`src/rtl/sha1_pkg.sv`:
```
package sha1_pkg;
  localparam int WW        = 32;
  localparam int BLK_WORDS = 16;
  localparam int N_STEPS   = 80;
  localparam int N_ROUNDS  = 4;
  localparam int ROUND_LEN = N_STEPS / N_ROUNDS;
  localparam int H_WORDS   = 5;
  localparam int LEN_W     = 64;
  localparam int STEP_W    = $clog2(N_STEPS);
  localparam int IDX_W     = $clog2(BLK_WORDS);
  localparam int HA_W      = $clog2(H_WORDS);
  localparam int NB_W      = $clog2(WW);

  typedef logic [WW-1:0] word_t;
  typedef word_t [H_WORDS-1:0] chain_t;

  function automatic chain_t init_chain();
    chain_t c;
    c[0] = 32'h6745_2301;
    c[1] = 32'hEFCD_AB89;
    c[2] = 32'h98BA_DCFE;
    c[3] = 32'h1032_5476;
    c[4] = 32'hC3D2_E1F0;
    return c;
  endfunction

  function automatic word_t rotl(word_t x, int n);
    return (x << n) | (x >> (WW - n));
  endfunction

  function automatic word_t step_f(logic [STEP_W-1:0] t, word_t b, word_t c, word_t d);
    if (t < STEP_W'(ROUND_LEN))
      return (b & c) | (~b & d);
    else if (t >= STEP_W'(2*ROUND_LEN) && t < STEP_W'(3*ROUND_LEN))
      return (b & c) | (b & d) | (c & d);
    else
      return b ^ c ^ d;
  endfunction

  function automatic word_t step_k(logic [STEP_W-1:0] t);
    if (t < STEP_W'(ROUND_LEN))        return 32'h5A82_7999;
    else if (t < STEP_W'(2*ROUND_LEN)) return 32'h6ED9_EBA1;
    else if (t < STEP_W'(3*ROUND_LEN)) return 32'h8F1B_BCDC;
    else                               return 32'hCA62_C1D6;
  endfunction
endpackage

```
`src/rtl/sha1_sched.sv`:
```
module sha1_sched
  import sha1_pkg::*;
(
  input  logic  clk,
  input  logic  rst,
  input  logic  push,
  input  word_t push_word,
  input  logic  advance,
  output word_t cur_word
);
  localparam int TAP3  = BLK_WORDS - 3;
  localparam int TAP8  = BLK_WORDS - 8;
  localparam int TAP14 = BLK_WORDS - 14;

  word_t win [BLK_WORDS];
  word_t expand;

  assign expand = rotl(win[TAP3] ^ win[TAP8] ^ win[TAP14] ^ win[0], 1);

  for (genvar i = 0; i < BLK_WORDS; i++) begin : g_win
    word_t nxt;
    if (i == BLK_WORDS - 1) begin : g_top
      assign nxt = push ? push_word : expand;
    end else begin : g_mid
      assign nxt = win[i+1];
    end
    always_ff @(posedge clk or posedge rst) begin
      if (rst) win[i] <= '0;
      else if (push || advance) win[i] <= nxt;
    end
  end

  assign cur_word = win[0];
endmodule

```
`src/rtl/sha1_compress.sv`:
```
module sha1_compress
  import sha1_pkg::*;
(
  input  logic            clk,
  input  logic            rst,
  input  logic            start,
  input  word_t           cur_word,
  input  logic            iv_we,
  input  logic [HA_W-1:0] iv_idx,
  input  word_t           iv_word,
  input  logic            reinit,
  output logic            advance,
  output logic            busy,
  output logic            done,
  output chain_t          chain
);
  typedef enum logic [1:0] {C_IDLE, C_LOAD, C_RUN} cph_t;
  localparam logic [STEP_W-1:0] LAST_STEP = STEP_W'(N_STEPS - 1);

  cph_t ph;
  logic [STEP_W-1:0] step;
  word_t a, b, c, d, e, t_new;

  assign t_new   = rotl(a, 5) + step_f(step, b, c, d) + e + step_k(step) + cur_word;
  assign advance = (ph == C_RUN);
  assign done    = (ph == C_RUN) && (step == LAST_STEP);
  assign busy    = (ph != C_IDLE);

  always_ff @(posedge clk or posedge rst) begin
    if (rst) begin
      ph <= C_IDLE; step <= '0;
      a <= '0; b <= '0; c <= '0; d <= '0; e <= '0;
      chain <= init_chain();
    end else begin
      case (ph)
        C_IDLE: begin
          if (start) ph <= C_LOAD;
          if (reinit) chain <= init_chain();
          else if (iv_we) chain[iv_idx] <= iv_word;
        end
        C_LOAD: begin
          a <= chain[0]; b <= chain[1]; c <= chain[2]; d <= chain[3]; e <= chain[4];
          step <= '0;
          ph <= C_RUN;
        end
        default: begin
          a <= t_new; b <= a; c <= rotl(b, 30); d <= c; e <= d;
          step <= step + 1'b1;
          if (done) begin
            ph <= C_IDLE;
            chain[0] <= chain[0] + t_new;
            chain[1] <= chain[1] + a;
            chain[2] <= chain[2] + rotl(b, 30);
            chain[3] <= chain[3] + c;
            chain[4] <= chain[4] + d;
          end
        end
      endcase
    end
  end


  load_first_chk: assert property (@(posedge clk) disable iff (rst)
    (ph == C_IDLE && start) |=> (ph == C_LOAD));

  run_end_chk: assert property (@(posedge clk) disable iff (rst)
    done |=> !busy);

  iv_idle_chk: assert property (@(posedge clk) disable iff (rst)
    iv_we |-> (ph == C_IDLE));
endmodule

```
`src/rtl/sha1_feed.sv`:
```
module sha1_feed
  import sha1_pkg::*;
(
  input  logic            clk,
  input  logic            rst,
  input  logic            in_valid,
  input  logic            in_iv,
  input  word_t           in_data,
  input  logic            in_last,
  input  logic [NB_W-1:0] in_nbits,
  output logic            in_ready,
  input  word_t           len_unused_n,
  output logic            push,
  output word_t           push_word,
  output logic            start,
  input  logic            core_done,
  output logic            iv_we,
  output logic [HA_W-1:0] iv_idx,
  output logic            out_go,
  input  logic            out_fin,
  output logic            reinit
);
  typedef enum logic [1:0] {F_MSG, F_PAD, F_HASH, F_OUT} fst_t;
  localparam logic [IDX_W-1:0] LAST_IDX = IDX_W'(BLK_WORDS - 1);
  localparam logic [IDX_W-1:0] LEN_HI   = IDX_W'(BLK_WORDS - 2);
  localparam logic [IDX_W-1:0] ONE_MAX  = IDX_W'(BLK_WORDS - 3);
  localparam logic [NB_W:0]    FULL_NB  = (NB_W+1)'(WW);
  localparam word_t            TOP_BIT  = word_t'(1) << (WW - 1);

  fst_t st;
  logic [IDX_W-1:0] widx;
  logic [LEN_W-1:0] bitlen;
  logic one_done, fits, final_blk, tail;

  logic acc, msg_acc, iv_acc;
  logic [NB_W:0] nb_eff;
  word_t mask, one_bit, last_word, pad_word;

  assign in_ready = (st == F_MSG);
  assign acc      = in_valid && in_ready;
  assign msg_acc  = acc && !in_iv;
  assign iv_acc   = acc && in_iv;
  assign nb_eff   = (in_last && in_nbits != '0) ? {1'b0, in_nbits} : FULL_NB;
  assign mask     = ~({WW{1'b1}} >> nb_eff);
  assign one_bit  = (nb_eff == FULL_NB) ? '0 : (TOP_BIT >> nb_eff);
  assign last_word = (in_data & mask) | one_bit;

  always_comb begin
    if (!one_done)                  pad_word = TOP_BIT;
    else if (fits && widx == LEN_HI)   pad_word = bitlen[LEN_W-1:WW];
    else if (fits && widx == LAST_IDX) pad_word = bitlen[WW-1:0];
    else                            pad_word = '0;
  end

  assign push      = msg_acc || (st == F_PAD);
  assign push_word = msg_acc ? (in_last ? last_word : in_data) : pad_word;
  assign start     = push && (widx == LAST_IDX);
  assign iv_we     = iv_acc;
  assign out_go    = (st == F_HASH) && core_done && final_blk;
  assign reinit    = (st == F_OUT) && out_fin;

  always_ff @(posedge clk or posedge rst) begin
    if (rst) begin
      st <= F_MSG; widx <= '0; bitlen <= '0;
      one_done <= 1'b0; fits <= 1'b0; final_blk <= 1'b0; tail <= 1'b0; iv_idx <= '0;
    end else begin
      if (push) widx <= widx + 1'b1;
      if (iv_acc) iv_idx <= (iv_idx == HA_W'(H_WORDS - 1)) ? '0 : iv_idx + 1'b1;
      case (st)
        F_MSG: if (msg_acc) begin
          bitlen <= bitlen + LEN_W'(nb_eff);
          if (in_last) begin
            tail     <= 1'b1;
            one_done <= (nb_eff != FULL_NB);
            fits     <= (nb_eff != FULL_NB) && (widx <= ONE_MAX);
          end
          if (widx == LAST_IDX) begin
            st <= F_HASH; final_blk <= 1'b0;
          end else if (in_last) begin
            st <= F_PAD;
          end
        end
        F_PAD: begin
          if (!one_done) begin
            one_done <= 1'b1;
            fits     <= (widx <= ONE_MAX);
          end
          if (widx == LAST_IDX) begin
            st <= F_HASH;
            final_blk <= one_done && fits;
          end
        end
        F_HASH: if (core_done) begin
          if (final_blk) st <= F_OUT;
          else if (tail) begin
            st <= F_PAD;
            if (one_done) fits <= 1'b1;
          end else st <= F_MSG;
        end
        default: if (out_fin) begin
          st <= F_MSG; bitlen <= '0; tail <= 1'b0; one_done <= 1'b0;
          fits <= 1'b0; final_blk <= 1'b0; iv_idx <= '0;
        end
      endcase
    end
  end


  idle_ignore_chk: assert property (@(posedge clk) disable iff (rst)
    (st == F_MSG && !in_valid) |=> ($stable(bitlen) && $stable(iv_idx) && $stable(widx)));

  len_frozen_chk: assert property (@(posedge clk) disable iff (rst)
    (tail && st != F_OUT) |=> $stable(bitlen));

  logic unused_ok;
  assign unused_ok = ^len_unused_n;
endmodule

```
`src/rtl/sha1_digest_out.sv`:
```
module sha1_digest_out
  import sha1_pkg::*;
(
  input  logic            clk,
  input  logic            rst,
  input  logic            go,
  input  chain_t          chain,
  output logic            fin,
  output logic            out_valid,
  output logic [HA_W-1:0] out_addr,
  output word_t           out_data
);
  localparam logic [HA_W-1:0] LAST_A = HA_W'(H_WORDS - 1);

  logic act;
  logic [HA_W-1:0] cnt;

  assign fin = act && (cnt == LAST_A);

  always_ff @(posedge clk or posedge rst) begin
    if (rst) begin
      act <= 1'b0; cnt <= '0;
      out_valid <= 1'b0; out_addr <= '0; out_data <= '0;
    end else begin
      out_valid <= act;
      if (act) begin
        out_addr <= cnt;
        out_data <= chain[cnt];
      end
      if (go) begin
        act <= 1'b1; cnt <= '0;
      end else if (fin) begin
        act <= 1'b0; cnt <= '0;
      end else if (act) begin
        cnt <= cnt + 1'b1;
      end
    end
  end


  addr_step_chk: assert property (@(posedge clk) disable iff (rst)
    (out_valid && out_addr != LAST_A) |=> (out_valid && out_addr == $past(out_addr) + 1'b1));

  addr_first_chk: assert property (@(posedge clk) disable iff (rst)
    $rose(out_valid) |-> (out_addr == '0));

  out_end_chk: assert property (@(posedge clk) disable iff (rst)
    (out_valid && out_addr == LAST_A) |=> !out_valid);
endmodule

```
`src/rtl/sha1_stream_hasher.sv`:
```
module sha1_stream_hasher
  import sha1_pkg::*;
(
  input  logic        clk,
  input  logic        rst,
  input  logic        in_valid,
  input  logic        in_iv,
  input  logic [31:0] in_data,
  input  logic        in_last,
  input  logic [4:0]  in_nbits,
  output logic        in_ready,
  output logic        out_valid,
  output logic [2:0]  out_addr,
  output logic [31:0] out_data
);
  logic push, start, core_done, core_busy, advance, iv_we, out_go, out_fin, reinit;
  word_t push_word, cur_word;
  logic [HA_W-1:0] iv_idx;
  chain_t chain;

  sha1_feed u_feed (
    .clk(clk), .rst(rst), .in_valid(in_valid), .in_iv(in_iv), .in_data(in_data),
    .in_last(in_last), .in_nbits(in_nbits), .in_ready(in_ready),
    .len_unused_n('0), .push(push), .push_word(push_word), .start(start),
    .core_done(core_done), .iv_we(iv_we), .iv_idx(iv_idx),
    .out_go(out_go), .out_fin(out_fin), .reinit(reinit)
  );

  sha1_sched u_sched (
    .clk(clk), .rst(rst), .push(push), .push_word(push_word),
    .advance(advance), .cur_word(cur_word)
  );

  sha1_compress u_core (
    .clk(clk), .rst(rst), .start(start), .cur_word(cur_word),
    .iv_we(iv_we), .iv_idx(iv_idx), .iv_word(in_data), .reinit(reinit),
    .advance(advance), .busy(core_busy), .done(core_done), .chain(chain)
  );

  sha1_digest_out u_out (
    .clk(clk), .rst(rst), .go(out_go), .chain(chain), .fin(out_fin),
    .out_valid(out_valid), .out_addr(out_addr), .out_data(out_data)
  );


  busy_stall_chk: assert property (@(posedge clk) disable iff (rst)
    core_busy |-> (!in_ready && !push));
endmodule

```
`config.mk`:
```
export PLATFORM = sky130hd
export DESIGN_NAME = sha1_stream_hasher
export DESIGN_NICKNAME = d
export VERILOG_FILES = /design/src/rtl/sha1_pkg.sv /design/src/rtl/sha1_sched.sv /design/src/rtl/sha1_compress.sv /design/src/rtl/sha1_feed.sv /design/src/rtl/sha1_digest_out.sv /design/src/rtl/sha1_stream_hasher.sv
export SDC_FILE = /design/constraint.sdc
export NUM_CORES = 2
export LEC_CHECK = 0
export BUFFER_PORTS_ARGS = -buffer_cell sky130_fd_sc_hd__buf_2
export CAP_MARGIN = 10
export CORE_MARGIN = 10
export CORE_UTILIZATION = 40
export CTS_BUF_LIST = sky130_fd_sc_hd__clkbuf_8 sky130_fd_sc_hd__clkbuf_16
export CTS_CLUSTER_SIZE = 24
export DETAILED_ROUTE_END_ITERATION = 6
export SYNTH_ARGS = -nofsm -noshare
export SYNTH_HDL_FRONTEND = slang
export SYNTH_SLANG_ARGS = --single-unit
```
`constraint.sdc`:
```
create_clock -name clk -period 56.9 [get_ports clk]
set_input_delay 2.845 -clock clk [delete_from_list [all_inputs] [get_ports clk]]
set_output_delay 2.845 -clock clk [all_outputs]
set_load 0.005 [all_outputs]
```
* Word-level counts from Yosys, hierarchy flattened
Index checks and enable logic that the tools add are counted.
Widths: inputs -> output; s select.
** Word-level totals
- Register bits :: 958
- Latch bits :: 0
- Memory bits (writable) :: 0
- Memory bits (read-only) :: 0
- Word-level logic and storage cells :: 220
- Memories kept :: 0
** Cells by class
- $add $sub $neg :: 14
- Multipliers :: 0
- Div/mod/pow operators :: 0
- Order comparisons :: 8
- Equal/unequal tests :: 24
- Shift operators :: 2
- Muxes and demuxes :: 70
- Bitwise gates (word level) :: 22
- Reductions and logical operators :: 39
** Operators with widths (number)
- $mux 160 :: 3
- $mux 32 :: 13
- $pmux 160 s2 :: 1
- $pmux 32 s2 :: 5
- $add 32x32->32 :: 9
- $and 32x32->32 :: 5
- $bwmux 160 :: 1
- $xor 32x32->32 :: 5
- $mux 64 :: 2
- $or 32x32->32 :: 4
- $pmux 64 s2 :: 1
- $bmux 32 s3 :: 1
- $demux 32 s3 :: 1
- $add 64x6->64 :: 1
- $not 32->32 :: 2
- $shr 32x6->32 const A :: 2
- $or 32x1->32 :: 1
- $or 32x30->32 :: 1
- $or 32x5->32 :: 1
- $mux 31 :: 1
- $mux 3 :: 7
- $mux 2 :: 9
- $mux 1 :: 17
- $logic_and 1x1->1 :: 16
- other kinds (40) :: 70

* Logic depth before layout (Yosys ltp)
- Depth after elaboration :: 12
- Gate-level depth with buffers :: 39
- Gate-level depth less buffers :: 37

* By module
A second synthesis with hierarchy kept.
** Unflattened totals
- Cells, all modules :: 5306
- Area, all modules :: 56526.7 um^2
** By module, submodules not included
- sha1_compress :: instances 1, cells each 3132, area each 27782.9 um^2
- sha1_sched :: instances 1, cells each 1235, area each 20538.4 um^2
- sha1_feed :: instances 1, cells each 722, area each 5705.5 um^2
- sha1_digest_out :: instances 1, cells each 216, area each 2496.1 um^2
- sha1_stream_hasher :: instances 1, cells each 1, area each 3.8 um^2

* Worst setup path after synthesis
OpenSTA, ideal clock, no wires.
- Kind :: register to register
- Start point :: register u_core.step[4]
- End point :: register u_core.chain[28] in the netlist's numbering
- Arrival time :: 7.480 ns
- Data required time :: 56.774 ns
- Path slack :: 49.294 ns
- Stages on the path, launching flop included :: 37
- Path through :: dfrtp_1 > buf_2 > a41o_1 > inv_2 > nand2_2 > inv_2 > nor2_1 > inv_1 > clkbuf_1 > o221ai_1 > fa_1 > inv_1 > fa_1 > inv_1 > fa_1 > inv_1 > fa_1 > a211oi_1 > o211ai_1 > nor3b_1 > o21ai_1 > nand2_1 > a31o_2 > a21oi_1 > o21bai_1 > a21oi_1 > xnor2_1 > ha_1 > and2_1 > o21ai_0 > o31ai_2 > a311o_1 > a21oi_1 > o21ai_2 > xor2_1 > a221oi_1 > nor2_1
** On the way
- Word-level cells in the longest chain between the ends :: 11
** RTL lines
- start: declaration :: line sha1_compress.sv:21 : logic [STEP_W-1:0] step;
- start signal: assignment :: line sha1_compress.sv:48 : step <= step + 1'b1;
- $ge 7x6->1 / $lt 7x6->1 (equally long branches) :: line sha1_pkg.sv:34, sha1_pkg.sv:43
- $logic_and 1x1->1 :: line sha1_pkg.sv:34 : else if (t >= STEP_W'(2*ROUND_LEN) && t < STEP_W'(3*ROUND_LEN))
- $mux 32 :: line sha1_pkg.sv:34
- $mux 32 :: line sha1_pkg.sv:32 : if (t < STEP_W'(ROUND_LEN))
- $add 32x32->32 (4 in a row) :: line sha1_compress.sv:24 : assign t_new = rotl(a, 5) + step_f(step, b, c, d) + e + step_k(step) + cur_word;
- $add 32x32->32 :: line sha1_compress.sv:51 : chain[0] <= chain[0] + t_new;
- $mux 160 :: line sha1_compress.sv:49 : if (done) begin
- $pmux 160 s2 :: line sha1_compress.sv:35 : case (ph)
- end signal: assignment :: line sha1_compress.sv:33 : chain <= init_chain();
- end signal: assignment :: line sha1_compress.sv:38 : if (reinit) chain <= init_chain();
- end signal: indexed assignment :: line sha1_compress.sv:39 : else if (iv_we) chain[iv_idx] <= iv_word;
- end: declaration :: line sha1_compress.sv:15 : output chain_t chain
Several ways; a longest one is shown, not always the timed one. The select of a mux whose other input is x is not followed.
A chain may end at the register's enable or synchronous reset.

* Worst setup path after layout
Same ends and word-level chain as after synthesis.

==> results.md <==
- Outcome: complete, but fails checks
- Failing checks: slew limit
- Area grow syn2layout: 10.9%
- Synth Flop Type: dfrtp_1
- Final Hold Violating Endpoints: 0
- Synthesized instance count: between 6k and 7k
- Final net count: between 6k and 7k
- Number of I/O pins: 79
- Post-CTS Resized: 0
- Synthesized area per cell: roughly 8.9 sq um
- CORE AREA: ~140,000 sq um
- ANT nets after route: 0
- Critical Path Slowest Stage Cell: fa_1
- GRT Total Usage: between 20% and 30%
- Setup CP Type: reg2reg
- CTS buffer count: roughly 110
- Post-synth EDFFs: 0
- CTS sink count: ~960
- Synth top area share: between 30% and 40%
- Clk_lat worst skew: 0.77 ns
- Register area share after synthesis: approximately 44%
- Critical path launch point type: register
- # DRC: 0
- First-pass GRT wire length: approximately 270 mm
- Max Slew Vio Count: 73
- Routed wire length: approximately 170 mm
- Pre-Repair DR Iteration Count: 6
- Flops & latches, synth: about 960
- RSZ-0062 raised after global routing: no
- Clk buf depth: 3
- Root Buffer: clkbuf_16
- Vias in the first global route: roughly 43k
- Most area-consuming cells after synthesis: dfrtp_1, nand2_1, ha_1
- FFs w/ async S/R, synth: 100%
- Via Count: around 45k
- CTS tree: built
- Core Rows: around 140
- Layout cells sized above 1: 9.05%
- Initial Utilization: roughly 40%
- Worst Hold Class: reg2reg
- Final setup violation count: 0
- DR iter-0 viols: 4,784
- CTS H-tree depth: 3
- Critical path peak fanout: 15
- Final period util: ~16%
- Via/cell ratio: ~5.6
- CP top delay family: compound AO/OA/AOI/OAI gates
- Largest net degree at the start of global routing: 235
- Synth unique cells: roughly 100
- Worst path arrival time: around 9.8 ns
- CP max stage delay: roughly 0.54 ns
- Setup TNS: 0 ns
- Slew HR: -15.5%
- Critical Path RT: between 50 and 60 ns
- Worst setup EP type: register
- CTS hold repair buffers: 0
- Post-CTS Setup Repair Bufs: 0
- Synthesized Nets: 6,560
- Fillers: between 10k and 15k
- Die ar.: 153,000 sq um
- Die Y: 391 um
- Reg clk slew, reported paths: around 0.06 ns
- Mapped cell area: around 55,000 sq um
- Wirelength per Cell: 21.7 um
- Clock Skew: roughly 0.051 ns
- Max-Cap Viols: 0
- Synth warn: 0
- Fmax: about 110 MHz
- Die X: slightly below 400 um
- DPL Wire Length: 122 mm
- FF-to-FF setup slack: ~48 ns
- Total gr overflow: 0
- Synth area leader: dfrtp_1
- Worst-Margin Slew: approximately 1.7 ns
- Bufs and invs on worst path: 8
- Tmin final: roughly 9.2 ns
- I/O Buffers: 78
- Placer Congestion: 0.933
- Initial antenna violation count: 10
-- synth_stat cells (83+ instances only) --
cell type and n:
nand2_1 1842, dfrtp_1 878, o21ai_0 419, nor2_1 370, clkbuf_1 287, a21oi_1 242
inv_1 241, ha_1 218, xnor2_1 196, mux2i_1 183, fa_1 124, xor2_1 107
a21o_1 91, a221oi_1 83
-- path summary, 6_finish.rpt --
kind | depth (start not counted) | from | endpoint
setup / recovery | 36 | u_core.step[4]$_DFFE_PP0N_ | u_core.chain[28]$_DFFE_PP0P_
hold / removal | 2 | u_sched.g_win[8].nxt[6]$_DFFE_PP0P_ | u_sched.g_win[7].nxt[6]$_DFFE_PP0P_
setup reg to reg | 36 | u_core.step[4]$_DFFE_PP0N_ | u_core.chain[28]$_DFFE_PP0P_
hold reg to reg | 2 | u_sched.g_win[8].nxt[6]$_DFFE_PP0P_ | u_sched.g_win[7].nxt[6]$_DFFE_PP0P_
max in group asynchronous | 5 | rst | u_core.chain[105]$_DFFE_PP0P_
min in group asynchronous | 2 | rst | u_sched.g_win[4].nxt[4]$_DFFE_PP0P_
-- layout by cell type, fill, tap and decap left out, drive strengths merged, types with 33 or more instances in the layout --
| master | netlist | final |
|---|---|---|
| a21o | 92 | 92 |
| a21oi | 246 | 246 |
| a221oi | 84 | 84 |
| a22oi | 56 | 56 |
| and3 | 39 | 39 |
| buf | 25 | 147 |
| clkbuf | 288 | 137 |
| clkinv | 2 | 33 |
| dfrtp | 878 | 878 |
| dfstp | 80 | 80 |
| fa | 124 | 124 |
| ha | 218 | 218 |
| inv | 243 | 268 |
| mux2i | 183 | 183 |
| nand2 | 1846 | 1846 |
| nand3 | 64 | 64 |
| nor2 | 373 | 373 |
| nor3 | 49 | 49 |
| o21a | 43 | 43 |
| o21ai | 438 | 438 |
| o22ai | 52 | 52 |
| xnor2 | 197 | 197 |
| xor2 | 107 | 107 |
-- metrics by stage --
step | instances | area, sq um | utilization (%) | hold slack (ns) | setup WS (ns)
after floorplan | 6176 | 55200 | - | 0.349 | 27.24
after global placement | 7804 | 57400 | 41.8 | 0.448 | 47.93
after detailed placement | 7804 | 57400 | 41.8 | 0.453 | 47.84
after CTS | 8012 | 61200 | 44.6 | 0.448 | 47.80
after global routing | 8012 | 61200 | 44.6 | 0.479 | 47.26
final | 8014 | 61200 | 44.6 | 0.446 | 47.72
-- registers in the layout, summed over array words and instances, names as in the netlist, 7 cells and up --
register,flops
u_core.a,32
u_core.b,32
u_core.c,32
u_core.chain,160
u_core.d,32
u_core.e,32
u_core.step,7
u_feed.bitlen,64
u_out.out_data,32
u_sched.cur_word,32
u_sched.g_win.nxt,480
-- tightest hold or removal path, stage by stage, from the launching register on --
cell and delay, ns:
dfrtp_1 0.34, nand2_1 0.05, nand2_1 0.05
-- final cells by class --
cell class              count  area, sq um  area share, %
inverters                 245          927           1.51
diodes                      2         5.00        0.00818
well taps                1794         2240           3.67
multi-input cells        4660        29200           47.6
repair buffers            147          958           1.57
clock inverters            71          677           1.11
clock buffers             137         3150           5.14
flip-flops and latches    958        24100           39.4
-- kinds of logic after synthesis --
family          after synthesis  synth area share (%)
mux                         229                  4.91
buf+inv                     558                  3.81
fa+ha+maj                   342                  9.44
simple gates               2552                  19.0
compound gates             1233                  14.4
flops                       958                  43.6
xor+xnor                    304                  4.84
-- metal layers --
| metal | vias up | track usage [%] | wire (um) | share of wire, % |
|---|---|---|---|---|
| li1 | 20800 | - | - | - |
| met1 | 22100 | 30.9 | 76300 | 44 |
| met2 | 1423 | 34.4 | 77200 | 44 |
| met3 | 363 | 4.66 | 13300 | 7.6 |
| met4 | 12 | 9.08 | 7400 | 4.2 |
| met5 | - | 0 | 73 | 0.042 |
Power is left out: the tool's default activity adds up to more than one toggle a clock period on the data nets, which glitch-free logic cannot reach.
